==> config.mk <==
export PLATFORM = sky130hd
export DESIGN_NAME = irq_vector_ctrl
export DESIGN_NICKNAME = d
export VERILOG_FILES = /design/src/rtl/irqv_pkg.sv /design/src/rtl/irqv_sync.sv /design/src/rtl/irqv_src_flag.sv /design/src/rtl/irqv_prio_arb.sv /design/src/rtl/irqv_vec_calc.sv /design/src/rtl/irq_vector_ctrl.sv
export SDC_FILE = /design/constraint.sdc
export NUM_CORES = 1
export LEC_CHECK = 0
export BUFFER_PORTS_ARGS = -buffer_cell sky130_fd_sc_hd__buf_2
export CELL_PAD_IN_SITES_DETAIL_PLACEMENT = 0
export CELL_PAD_IN_SITES_GLOBAL_PLACEMENT = 1
export CORE_MARGIN = 3
export CORE_UTILIZATION = 31
export CTS_CLUSTER_DIAMETER = 200
export DETAILED_ROUTE_END_ITERATION = 10
export PLACE_DENSITY_LB_ADDON = 0.08
export SLEW_MARGIN = 30
export SYNTH_ARGS = -nofsm -noshare
export SYNTH_HDL_FRONTEND = slang
export SYNTH_SLANG_ARGS = --single-unit
==> constraint.sdc <==
create_clock -name clk -period 3.13 [get_ports clk]
set_input_delay 0.313 -clock clk [delete_from_list [all_inputs] [get_ports clk]]
set_output_delay 0.313 -clock clk [all_outputs]
set_load 0.01 [all_outputs]
==> src/rtl/irqv_pkg.sv <==
package irqv_pkg;
  localparam int LVL_NUM = 5;
  localparam int N_MASK  = LVL_NUM - 1;
  localparam int CODE_W  = $clog2(LVL_NUM);
  localparam int ADDR_W  = 16;

  typedef logic [CODE_W-1:0] lvl_code_t;
  typedef logic [ADDR_W-1:0] vaddr_t;

  localparam vaddr_t VEC_TOP = 16'hFFFE;

  typedef struct packed {
    logic      valid;
    lvl_code_t code;
  } pick_t;
endpackage

==> src/rtl/irqv_sync.sv <==
module irqv_sync #(
  parameter int   STAGES  = 2,
  parameter logic RST_VAL = 1'b0
) (
  input  logic clk,
  input  logic rst,
  input  logic d,
  output logic q
);
  logic [STAGES-1:0] chain;

  generate
    if (STAGES == 1) begin : g_one
      always_ff @(posedge clk) begin
        if (rst) chain <= RST_VAL;
        else     chain <= d;
      end
    end else begin : g_many
      always_ff @(posedge clk) begin
        if (rst) chain <= {STAGES{RST_VAL}};
        else     chain <= {chain[STAGES-2:0], d};
      end
    end
  endgenerate

  assign q = chain[STAGES-1];
endmodule

==> src/rtl/irqv_src_flag.sv <==
module irqv_src_flag #(
  parameter bit IS_EXT      = 1'b1,
  parameter int SYNC_STAGES = 2
) (
  input  logic clk,
  input  logic rst,
  input  logic raw,
  input  logic edge_mode,
  input  logic clr,
  output logic flag
);
  logic set;

  generate
    if (IS_EXT) begin : g_ext
      logic sync_q, prev_q;
      irqv_sync #(.STAGES(SYNC_STAGES), .RST_VAL(1'b0)) i_sync (
        .clk(clk), .rst(rst), .d(raw), .q(sync_q)
      );
      always_ff @(posedge clk) begin
        if (rst) prev_q <= 1'b0;
        else     prev_q <= sync_q;
      end
      assign set = edge_mode ? (sync_q & ~prev_q) : sync_q;
    end else begin : g_int
      logic unused_mode;
      assign unused_mode = edge_mode;
      assign set = raw;
    end
  endgenerate

  // a new event in the clearing cycle wins over the clear
  always_ff @(posedge clk) begin
    if (rst) flag <= 1'b0;
    else     flag <= set | (flag & ~clr);
  end

  AST_SET_BEATS_CLR: assert property (@(posedge clk) disable iff (rst)
    (set && clr) |=> flag);
endmodule

==> src/rtl/irqv_prio_arb.sv <==
module irqv_prio_arb
  import irqv_pkg::*;
(
  input  logic              rst_pend,
  input  logic [N_MASK-1:0] req,
  output pick_t             pick
);
  always_comb begin
    pick.valid = 1'b0;
    pick.code  = '0;
    // walk from lowest priority up so the highest one is left standing
    for (int i = N_MASK - 1; i >= 0; i--) begin
      if (req[i]) begin
        pick.valid = 1'b1;
        pick.code  = lvl_code_t'(i + 1);
      end
    end
    if (rst_pend) begin
      pick.valid = 1'b1;
      pick.code  = '0;
    end
  end
endmodule

==> src/rtl/irqv_vec_calc.sv <==
module irqv_vec_calc
  import irqv_pkg::*;
#(
  parameter int IDX_W   = 5,
  parameter int MAX_IDX = 23
) (
  input  logic [IDX_W-1:0] idx,
  output vaddr_t           msb,
  output vaddr_t           lsb
);
  logic [IDX_W-1:0] sat;
  vaddr_t           off;

  always_comb begin
    sat = (idx > IDX_W'(MAX_IDX)) ? IDX_W'(MAX_IDX) : idx;
    off = vaddr_t'(sat) << 1;
    msb = VEC_TOP - off;
    lsb = msb + vaddr_t'(1);
  end
endmodule

==> src/rtl/irq_vector_ctrl.sv <==
module irq_vector_ctrl
  import irqv_pkg::*;
#(
  parameter int SYNC_STAGES = 2,
  parameter int NUM_TRAPS   = 24,
  parameter int TRAP_W      = 5
) (
  input  logic              clk,
  input  logic              rst,
  input  logic              rst_req_n,
  input  logic [2:0]        ext_req,
  input  logic              tmr_zero,
  input  logic [N_MASK-1:0] src_en,
  input  logic [2:0]        trig_edge,
  input  logic              gie,
  input  logic              ack,
  input  logic [TRAP_W-1:0] trap_num,
  output logic              irq,
  output logic [CODE_W-1:0] irq_code,
  output logic [ADDR_W-1:0] vec_msb,
  output logic [ADDR_W-1:0] vec_lsb,
  output logic [ADDR_W-1:0] trap_msb,
  output logic [ADDR_W-1:0] trap_lsb
);
  localparam int TIMER_IDX = 1;

  logic              rst_req_s, rst_pend;
  logic [N_MASK-1:0] raw_src, mode_src, clr_src, flags, req;
  pick_t             pick;
  logic              irq_nxt;
  vaddr_t            lvl_msb, lvl_lsb, trp_msb, trp_lsb;

  irqv_sync #(.STAGES(SYNC_STAGES), .RST_VAL(1'b1)) i_rst_sync (
    .clk(clk), .rst(rst), .d(rst_req_n), .q(rst_req_s)
  );
  assign rst_pend = ~rst_req_s;

  // level i+1 sources: ext0, timer, ext1, ext2
  assign raw_src  = {ext_req[2], ext_req[1], tmr_zero, ext_req[0]};
  assign mode_src = {trig_edge[2], trig_edge[1], 1'b1, trig_edge[0]};

  generate
    for (genvar i = 0; i < N_MASK; i++) begin : g_src
      assign clr_src[i] = ack & irq & (irq_code == lvl_code_t'(i + 1));
      irqv_src_flag #(.IS_EXT(i != TIMER_IDX), .SYNC_STAGES(SYNC_STAGES)) i_flag (
        .clk(clk), .rst(rst), .raw(raw_src[i]), .edge_mode(mode_src[i]),
        .clr(clr_src[i]), .flag(flags[i])
      );
    end
  endgenerate

  assign req = flags & src_en & {N_MASK{gie}};

  irqv_prio_arb i_arb (.rst_pend(rst_pend), .req(req), .pick(pick));

  irqv_vec_calc #(.IDX_W(CODE_W), .MAX_IDX(LVL_NUM - 1)) i_lvl_vec (
    .idx(pick.code), .msb(lvl_msb), .lsb(lvl_lsb)
  );
  irqv_vec_calc #(.IDX_W(TRAP_W), .MAX_IDX(NUM_TRAPS - 1)) i_trap_vec (
    .idx(trap_num), .msb(trp_msb), .lsb(trp_lsb)
  );

  assign irq_nxt = pick.valid & ~ack;

  always_ff @(posedge clk) begin
    if (rst) begin
      irq      <= 1'b0;
      irq_code <= '0;
      vec_msb  <= VEC_TOP;
      vec_lsb  <= VEC_TOP + vaddr_t'(1);
      trap_msb <= VEC_TOP;
      trap_lsb <= VEC_TOP + vaddr_t'(1);
    end else begin
      irq      <= irq_nxt;
      trap_msb <= trp_msb;
      trap_lsb <= trp_lsb;
      if (irq_nxt) begin
        irq_code <= pick.code;
        vec_msb  <= lvl_msb;
        vec_lsb  <= lvl_lsb;
      end
    end
  end

  AST_ACK_DROPS_IRQ: assert property (@(posedge clk) disable iff (rst)
    ack |=> !irq);
  AST_GIE_BLOCKS: assert property (@(posedge clk) disable iff (rst)
    (!gie && !rst_pend) |=> !irq);
  AST_RST_NONMASK: assert property (@(posedge clk) disable iff (rst)
    (rst_pend && !ack) |=> (irq && irq_code == '0));
  AST_CODE_RANGE: assert property (@(posedge clk) disable iff (rst)
    irq |-> (int'(irq_code) < LVL_NUM));
  AST_VEC_MATCH: assert property (@(posedge clk) disable iff (rst)
    irq |-> (vec_msb == VEC_TOP - (vaddr_t'(irq_code) << 1)));
  AST_TRAP_PAIR: assert property (@(posedge clk) disable iff (rst)
    trap_lsb == trap_msb + vaddr_t'(1));
endmodule

==> impl_results.md, run 1 <==
* Share of layout cells above drive strength 1 at between 20 and 30%
* Initial core utilization at 32.8%
* Number of synthesized register bits at 27
* Distinct cells, synth at 30
* Clock H-tree levels at 1
* Initial antenna violation count at 0
* Cell class contributing the biggest share of worst-path delay: compound AO/OA/AOI/OAI gates
* Stages on the worst setup path at 4
* I/O pin count at 89
* Clock transition at the registers of the reported paths at 90 ps
* R2R Setup Slk at roughly 1700 ps
* Maximum clock frequency at 718 MHz
* Nets@finish at between 200 and 250
* Final TNS setup at 0 ps
* WS Path Type: flip-flop to flip-flop
* Reg2reg path depth at 4
* Multi-input logic area at roughly 510 µm²
* Largest net degree at the start of global routing at 20
* Port bufs at 40
* Site Rows at 23
* First-pass GRT wire length at approximately 3.6 mm
* RSZ-0062 raised after global routing: false
* Placeable Area at 0.00409 mm²
* Reg area at roughly 540 µm²
* RD Place Congestion at just over 0.7
* CP max stage cell: a222oi_1
* Die area at between 0.005 and 0.006 mm²
* Setup Buffers After CTS at 0
* Fillers at roughly 470
* Ys Warns at 0
* Die height at slightly above 70 µm
* CTS root buf: clkbuf_8
* EDFF count, synth at 0
* Crit path to: vec_msb[2]$_SDFFE_PP1P_
* Mapped Area at between 0.001 and 0.0015 mm²
* Final Setup Violations at 0
* Final setup skew at about 3.7 ps
* Vias in the first global route at 788
* Final WL at between 2 and 2.5 mm
* Max incr delay on CP at ~430 ps
* Crit path DAT at roughly 1600 ps
* Antenna Diode Count at 0
* Commonest non-fill, non-tap cell in the layout: conb_1
* Final period util at between 40% and 50%
* MaxCap Viol Count at 0
* Total power at 0.655 mW
* Final worst path period need at about 1400 ps
* Routed vias at 890
* DP HPWL at 2.01 mm
* Worst hold slack at between 200 and 250 ps
* Synth Area per Inst at ~9 µm²
* Slew Viols, Final at 0
* Die Wd at 71.8 µm
* CTS tree: yes
* Synth-to-layout area growth at 3.36%
* Main flop type after synthesis: dfxtp_1
* Wirelength per Cell at approximately 10 µm
* Power density cells at between 400 and 500 mW/mm²
* CTS resizes at 0
* GRT Residual Overflow at 0
* Leak at about 0.65 nW
* Crit path launch: g_src[0].i_flag.flag$_SDFF_PP0_
* CP Buf/Inv Count at 0
* DR vias/cell at between 3 and 4
* Worst IR drop on VDD at 216 µV
* CTS Buf Count at 3
* Gr usage total at 8.85%
* Worst-Skew Late Latency at around 280 ps
* Antenna viol nets, final at 0
* Worst setup EP type: flip-flop
* Synth Instances at between 100 and 150
* Detailed Route Iter0 Violations at 13
* Maximum clock insertion buffer count at 2
* Peak fanout along the critical path at 4
* Num Clock Sinks at 27
* Final Hold Vio Count at 0
* Run status: finished clean
* Pre-antenna DRT Iters at 4
* Sequential-to-total area share from yosys stat at approximately 40%
* Commonest non-fill, non-tap cells in the layout: conb_1 (48), buf_2 (40), dfxtp_1 (27)
* Residual DRC at 0
* Post-CTS Hold Buffers at 0
* Async S/R FF share, synth at 0%
* CP cell instances: a222oi_1 -> a21o_1 -> a31oi_1 -> o21a_1
* Critical R2R Capture: vec_msb[2]$_SDFFE_PP1P_
* Worst reg2reg startpoint: g_src[0].i_flag.flag$_SDFF_PP0_
* WP data required at 3310 ps
* Startpoint types: flip-flop
* HP Class: input port to flip-flop
-- cells in the mapped netlist, types with 2 or more instances --
library cell | instances | area [µm²]
o41ai_1 | 2 | 17.5
or4_1 | 2 | 15.0
or2_2 | 2 | 12.5
buf_4 | 56 | 420
o21ai_1 | 2 | 10.0
nor2_1 | 2 | 7.51
inv_1 | 5 | 18.8
dfxtp_1 | 27 | 541
o21a_1 | 2 | 15.0
nand2_1 | 12 | 45.0
nor2b_1 | 9 | 56.3
conb_1 | 2 | 7.51
o21ai_0 | 3 | 15.0
a22oi_1 | 2 | 15.0
a21o_1 | 2 | 15.0
nor3_1 | 2 | 10.0
a21oi_1 | 4 | 20.0
-- registers in the layout, summed over array words and instances, names as in the netlist --
name,count
g_src.i_flag.g_ext.i_sync.chain,6
trap_msb,5
g_src.i_flag.flag,4
g_src.i_flag.g_ext.prev_q,3
irq_code,3
vec_msb,3
i_rst_sync.chain,2
irq,1
-- power by group --
part | internal (mW) | switching [mW] | total, mW
combinational | 0.0293 | 0.0582 | 0.0874
sequential | 0.358 | 0.00785 | 0.366
clock | 0.0894 | 0.112 | 0.201
total | 0.477 | 0.178 | 0.655
-- worst min-delay path by stage --
stage,from,to,slack [ps],cells past startpoint
floorplan,trap_num[4],trap_msb[5]$_SDFF_PP1_,370,1
global placement,i_rst_sync.chain[0]$_SDFF_PP1_,i_rst_sync.chain[1]$_SDFF_PP1_,400,1
detailed placement,i_rst_sync.chain[0]$_SDFF_PP1_,i_rst_sync.chain[1]$_SDFF_PP1_,400,1
CTS,rst_req_n,i_rst_sync.chain[0]$_SDFF_PP1_,200,2
global route,rst_req_n,i_rst_sync.chain[0]$_SDFF_PP1_,210,2
finish,rst_req_n,i_rst_sync.chain[0]$_SDFF_PP1_,210,2
-- final cells by class --
class | instances | share of cell area [%]
Inverter | 6 | 1.62
Timing Repair Buffer | 40 | 14.4
Multi-Input combinational cell | 104 | 37.1
Clock buffer | 3 | 2.98
Tap cell | 50 | 4.51
Clock inverter | 1 | 0.361
Sequential cell | 27 | 39.0
-- metrics by stage --
step           instance area [µm²]  cells  setup WS (ps)  utilization (%)
2_1_floorplan                 1510    195           1830                -
3_3_place_gp                  1340    227           1640             32.8
3_5_place_dp                  1340    227           1650             32.8
4_1_cts                       1390    231           1730             33.9
5_1_grt                       1390    231           1640             33.9
6_report                      1390    231           1740             33.9
-- logic make-up after synthesis --
kind of cell           Yosys count  synth area share (%)
and+or+nand+nor                 33                  13.1
buffers and inverters           64                  34.2
AOI/OAI and AO/OA               23                  11.8
DFF                             27                  40.3
other                            2                 0.560
-- routing by layer --
metal	up-vias	GRT usage (%)	part of all wire, %
li1	441	-	-
met1	402	9.54	37
met2	43	16.2	53
met3	4	2.24	8.2
met4	0	3.76	1.5
met5	-	0	0
No activity file was read; power rests on OpenSTA's default activity.
==> run 2, diff against run 1 <==
--- a/config.mk
+++ b/config.mk
@@ -9,7 +9,7 @@
 export CELL_PAD_IN_SITES_DETAIL_PLACEMENT = 0
 export CELL_PAD_IN_SITES_GLOBAL_PLACEMENT = 1
 export CORE_MARGIN = 3
-export CORE_UTILIZATION = 31
+export CORE_UTILIZATION = 26
 export CTS_CLUSTER_DIAMETER = 200
 export DETAILED_ROUTE_END_ITERATION = 10
 export PLACE_DENSITY_LB_ADDON = 0.08
==> constraint.sdc (replaced) <==
create_clock -name clk -period 1.2 [get_ports clk]
set_input_delay 0.12 -clock clk [delete_from_list [all_inputs] [get_ports clk]]
set_output_delay 0.12 -clock clk [all_outputs]
set_load 0.01 [all_outputs]
==> impl_results.md, run 2 (synthesis results as in run 1) <==
* Routed vias at 937
* RD Place Congestion at between 0.7 and 0.8
* Met2 WL at between 1 and 1.5 mm
* Final Util at approximately 32%
* Share of layout cells above drive strength 1 at 39.3%
* Wire length on met3 at approximately 190 µm
* Final worst path period need at 1340 ps
* Antenna Diode Count at 0
* Gr usage total at between 7 and 8%
* Synth-to-layout area growth at 17.0%
* MaxCap Viol Count at 0
* Die area at 0.00606 mm²
* CTS tree: yes
* Vias in the first global route at roughly 850
* Pre-antenna DRT Iters at 4
* Commonest non-fill, non-tap cells in the layout: conb_1 (48), buf_2 (40), dfxtp_1 (23)
* Final WL at approximately 2.6 mm
* Site Rows at 25
* Run status: finished, violations left
* Final period util at 111%
* Placed Cells at 256
* Crit path DAT at around 1500 ps
* DP Area at approximately 0.0015 mm²
* HP Class: input port to flip-flop
* Reg with most FFs: g_src.i_flag.g_ext.i_sync.chain
* RSZ-0062 raised after global routing: true
* Final cell count without fillers at around 260
* WS Path Type: flip-flop to flip-flop
* Maximum clock insertion buffer count at 2
* Peak fanout along the critical path at 3
* Commonest non-fill, non-tap cell in the layout: conb_1
* Placeable Area at just under 0.005 mm²
* Initial core utilization at between 20% and 30%
* Crit path to: vec_msb[1]$_SDFFE_PP1P_
* R2R Setup Slk at -140 ps
* Post-CTS Hold Buffers at 0
* Antenna viol nets, final at 0
* Critical R2R Capture: vec_msb[1]$_SDFFE_PP1P_
* Port bufs at 40
* Worst reg2reg startpoint: g_src[0].i_flag.flag$_SDFF_PP0_
* Num Clock Sinks at 27
* Die Wd at 77.8 µm
* Clock transition at the registers of the reported paths at roughly 90 ps
* First-pass GRT wire length at between 3 and 4 mm
* Biggest registers after layout: g_src.i_flag.g_ext.i_sync.chain x6, trap_msb x5, g_src.i_flag.flag x4
* GRT Residual Overflow at 0
* Initial antenna violation count at 0
* Residual DRC at 0
* Startpoint types: flip-flop
* DR vias/cell at between 3 and 4
* Final Hold Vio Count at 0
* Final setup skew at 2.54 ps
* Wirelength per Cell at 10.0 µm
* Worst IR drop on VDD at ~880 µV
* Worst hold slack at between 20 and 25 ps
* Total power at 1.74 mW
* Reg2reg path depth at 5
* Power density cells at about 1100 mW/mm²
* CTS root buf: clkbuf_8
* Failing checks: setup timing
* Worst setup EP type: flip-flop
* Top sig layer: met4
* Met1 wire length at about 980 µm
* Final Instance Area at about 0.0016 mm²
* Largest net degree at the start of global routing at 15
* Leak at about 0.74 nW
* I/O pin count at a little under 90
* WP data required at ~1400 ps
* Crit path launch: g_src[0].i_flag.flag$_SDFF_PP0_
* PnR worst setup slack at -138 ps
* Worst-Skew Late Latency at around 260 ps
* Fillers at between 500 and 600
* Clock H-tree levels at 1
* Slew Viols, Final at 0
* Number of flip-flops in the largest register at 6
* Maximum clock frequency at 747 MHz
* CTS Buf Count at 3
* Detailed Route Iter0 Violations at 20
* Final Setup Violations at 7
* Die height at slightly below 80 µm
* DP HPWL at between 2 and 2.5 mm
* Nets@finish at between 200 and 250
[run 2: metal layers]
metal | up-vias | GRT usage, %
met5 | - | 0
li1 | 472 | -
met1 | 426 | 9.19
met4 | 0 | 1.07
met3 | 2 | 2.55
met2 | 37 | 14.4
[run 2: where the power goes]
group | total [mW] | internal [mW] | switching (mW)
logic | 0.280 | 0.111 | 0.168
clock network | 0.502 | 0.237 | 0.265
registers | 0.954 | 0.936 | 0.0188
[run 2: cell type report]
| type | count | area (µm²) | area share [%] |
|---|---|---|---|
| Multi-Input combinational cell | 104 | 557 | 35.5 |
| Sequential cell | 27 | 546 | 34.8 |
| Timing Repair Buffer | 55 | 313 | 19.9 |
| Tap cell | 67 | 83.8 | 5.34 |
| Clock buffer | 4 | 45.0 | 2.87 |
| Inverter | 6 | 25.0 | 1.59 |
[run 2: worst min-delay path by stage]
stage                     cells after the start                             end        start
after floorplan                               1          trap_msb[5]$_SDFF_PP1_  trap_num[4]
after global placement                        2          trap_msb[5]$_SDFF_PP1_  trap_num[4]
after detailed placement                      2  i_rst_sync.chain[0]$_SDFF_PP1_    rst_req_n
after CTS                                     2          trap_msb[5]$_SDFF_PP1_  trap_num[4]
after global routing                          2  i_rst_sync.chain[0]$_SDFF_PP1_    rst_req_n
final                                         2          trap_msb[5]$_SDFF_PP1_  trap_num[4]
[run 2: through the flow]
stage               TNS (ps)  worst slack [ps]
global placement        -672              -140
finish                  -546              -138
CTS                     -656              -149
detailed placement      -683              -176
floorplan              -51.9             -18.1
global route           -1090              -208
[run 2: worst max-delay path: stages (launching register included)]
cell and delay, ps:
dfxtp_2 330, a222oi_1 290, buf_4 170, o21a_1 130, o21ai_2 70, o31a_1 250
[run 2: what timing repair did]
item,4_1_cts,5_1_grt
pin swaps,4,2
setup buffers,3,0
endpoints found under the setup margin,9,10
gates resized for setup,7,4
==> run 3, diff against run 2 <==
--- a/config.mk
+++ b/config.mk
@@ -8,6 +8,7 @@
 export BUFFER_PORTS_ARGS = -buffer_cell sky130_fd_sc_hd__buf_2
 export CELL_PAD_IN_SITES_DETAIL_PLACEMENT = 0
 export CELL_PAD_IN_SITES_GLOBAL_PLACEMENT = 1
+export CORE_ASPECT_RATIO = 0.5
 export CORE_MARGIN = 3
 export CORE_UTILIZATION = 26
 export CTS_CLUSTER_DIAMETER = 200
==> impl_results.md, run 3 (synthesis results as in run 1) <==
* Final worst path period need at 1330 ps
* Reg with most FFs: g_src.i_flag.g_ext.i_sync.chain
* Worst-Skew Late Latency at 270 ps
* CP cell instances: a222oi_1 -> buf_4 -> o21a_1 -> o21ai_2 -> o31a_1
* Reg2reg path depth at 5
* Maximum clock frequency at about 750 MHz
* CP max stage cell: dfxtp_2
* Synth-to-layout area growth at 18.7%
* Num Clock Sinks at 27
* Residual DRC at 0
* Initial antenna violation count at 0
* Power density cells at between 1000 and 1500 mW/mm²
* Wirelength per Cell at 9.72 µm
* Die Wd at around 110 µm
* WP data required at 1360 ps
* RD Place Congestion at 0.752
* Run status: finished, violations left
* Total power at 1.74 mW
* Final Setup Violations at 8
* DP HPWL at about 2.1 mm
* CTS tree: yes
* Site Rows at 17
* Final period util at 111%
* HP Class: input port to flip-flop
* Placeable Area at 0.00468 mm²
* Final cell count without fillers at approximately 270
* Critical R2R Capture: vec_msb[1]$_SDFFE_PP1P_
* Post-CTS Hold Buffers at 0
* Max incr delay on CP at 330 ps
* Crit path launch: g_src[0].i_flag.flag$_SDFF_PP0_
* Slew Viols, Final at 0
* I/O pin count at 89
* Worst setup EP type: flip-flop
* Die height at around 57 µm
* Port bufs at 40
* Startpoint types: flip-flop
* R2R Setup Slk at -130 ps
* DR vias/cell at 3.58
* Worst reg2reg startpoint: g_src[0].i_flag.flag$_SDFF_PP0_
* Clock H-tree levels at 1
* RSZ-0062 raised after global routing: true
* Failing checks: setup timing
* WS Path Type: flip-flop to flip-flop
* Antenna viol nets, final at 0
* Initial core utilization at around 29%
* Share of layout cells above drive strength 1 at 41.2%
* Worst IR drop on VDD at slightly below 400 µV
* CTS root buf: clkbuf_8
* Nets@finish at approximately 220
* Peak fanout along the critical path at 3
* Number of flip-flops in the largest register at 6
* Fillers at between 500 and 600
* Detailed Route Iter0 Violations at 33
* Commonest non-fill, non-tap cells in the layout: conb_1 (48), buf_2 (40), dfxtp_1 (22)
* Vias in the first global route at around 840
* Gr usage total at 8.36%
* MaxCap Viol Count at 0
* Commonest non-fill, non-tap cell in the layout: conb_1
* First-pass GRT wire length at 3.97 mm
* Die area at between 0.006 and 0.007 mm²
* Leak at around 0.75 nW
* Final WL at 2.58 mm
* Final Util at 34.0%
* Maximum clock insertion buffer count at 2
* PnR worst setup slack at -133 ps
* CTS Buf Count at 3
* GRT Residual Overflow at 0
* Final Hold Vio Count at 0
* Biggest registers after layout: g_src.i_flag.g_ext.i_sync.chain x6, trap_msb x5, g_src.i_flag.flag x4
* Pre-antenna DRT Iters at 4
* Final TNS setup at -558 ps
* Largest net degree at the start of global routing at 16
* Clock transition at the registers of the reported paths at 90 ps
* Final setup skew at a little over 3 ps
* Crit path DAT at approximately 1500 ps
* Antenna Diode Count at 0
* Crit path to: vec_msb[1]$_SDFFE_PP1P_
* Routed vias at 948
* Placed Cells at approximately 260
-- run 3: cell types whose count changed in the layout (fill, tap and decap cells not counted), sizes merged --
cell / delta
clkinv: +1
buf: +3
clkbuf: -1
-- run 3: repair_timing --
action | in CTS | in global routing
setup endpoints to repair | 8 | 10
gates resized for setup | 10 | 2
setup buffers | 3 | 0
hold endpoints to repair | 0 | 0
pin swaps | 5 | 2
-- run 3: critical path, delay by kind of cell (launching register included) --
| kind | cells | cell delay (ps) |
|---|---|---|
| AOI/OAI and AO/OA | 4 | 740 |
| buffers and inverters | 1 | 170 |
| DFF | 1 | 330 |
-- run 3: how the worst min path moves through the flow --
stage,start,endpoint,slack (ps),cells after the start
finish,trap_num[4],trap_msb[5]$_SDFF_PP1_,30,2
global route,rst_req_n,i_rst_sync.chain[0]$_SDFF_PP1_,20,2
CTS,trap_num[4],trap_msb[5]$_SDFF_PP1_,20,2
detailed placement,trap_num[4],trap_msb[5]$_SDFF_PP1_,310,2
global placement,trap_num[4],trap_msb[5]$_SDFF_PP1_,310,2
floorplan,trap_num[4],trap_msb[5]$_SDFF_PP1_,180,1
-- run 3: area by class of cell --
cell class                      instances  area [µm²]  share of cell area, %
Clock buffer                            3        41.3                   2.59
Clock inverter                          1        5.00                  0.314
Multi-Input combinational cell        104         556                   34.9
Inverter                                6        25.0                   1.57
Tap cell                               66        82.6                   5.19
Sequential cell                        27         547                   34.4
Timing Repair Buffer                   58         335                   21.1
-- run 3: metal layers --
| metal | part of all wire, % | GRT usage (%) | wire, µm |
|---|---|---|---|
| met1 | 45 | 10.8 | 1170 |
| met4 | 1.2 | 2.16 | 32 |
| met5 | 0 | 0 | 0 |
| met2 | 43 | 13.1 | 1100 |
| met3 | 11 | 3.21 | 274 |
-- run 3: where the power goes --
group	internal (mW)	switching [mW]	leakage, nW
Sequential	0.936	0.0200	0.224
Clock	0.232	0.265	0.0255
Combinational	0.114	0.169	0.500
-- run 3: through the flow --
| step | setup slack (ps) | hold WS [ps] | cell area [µm²] |
|---|---|---|---|
| global route | -240 | 20.0 | 1590 |
| CTS | -111 | 18.8 | 1580 |
| global placement | -125 | 307 | 1480 |
| floorplan | -18.1 | 182 | 1520 |
| detailed placement | -144 | 311 | 1480 |
| finish | -133 | 25.9 | 1590 |
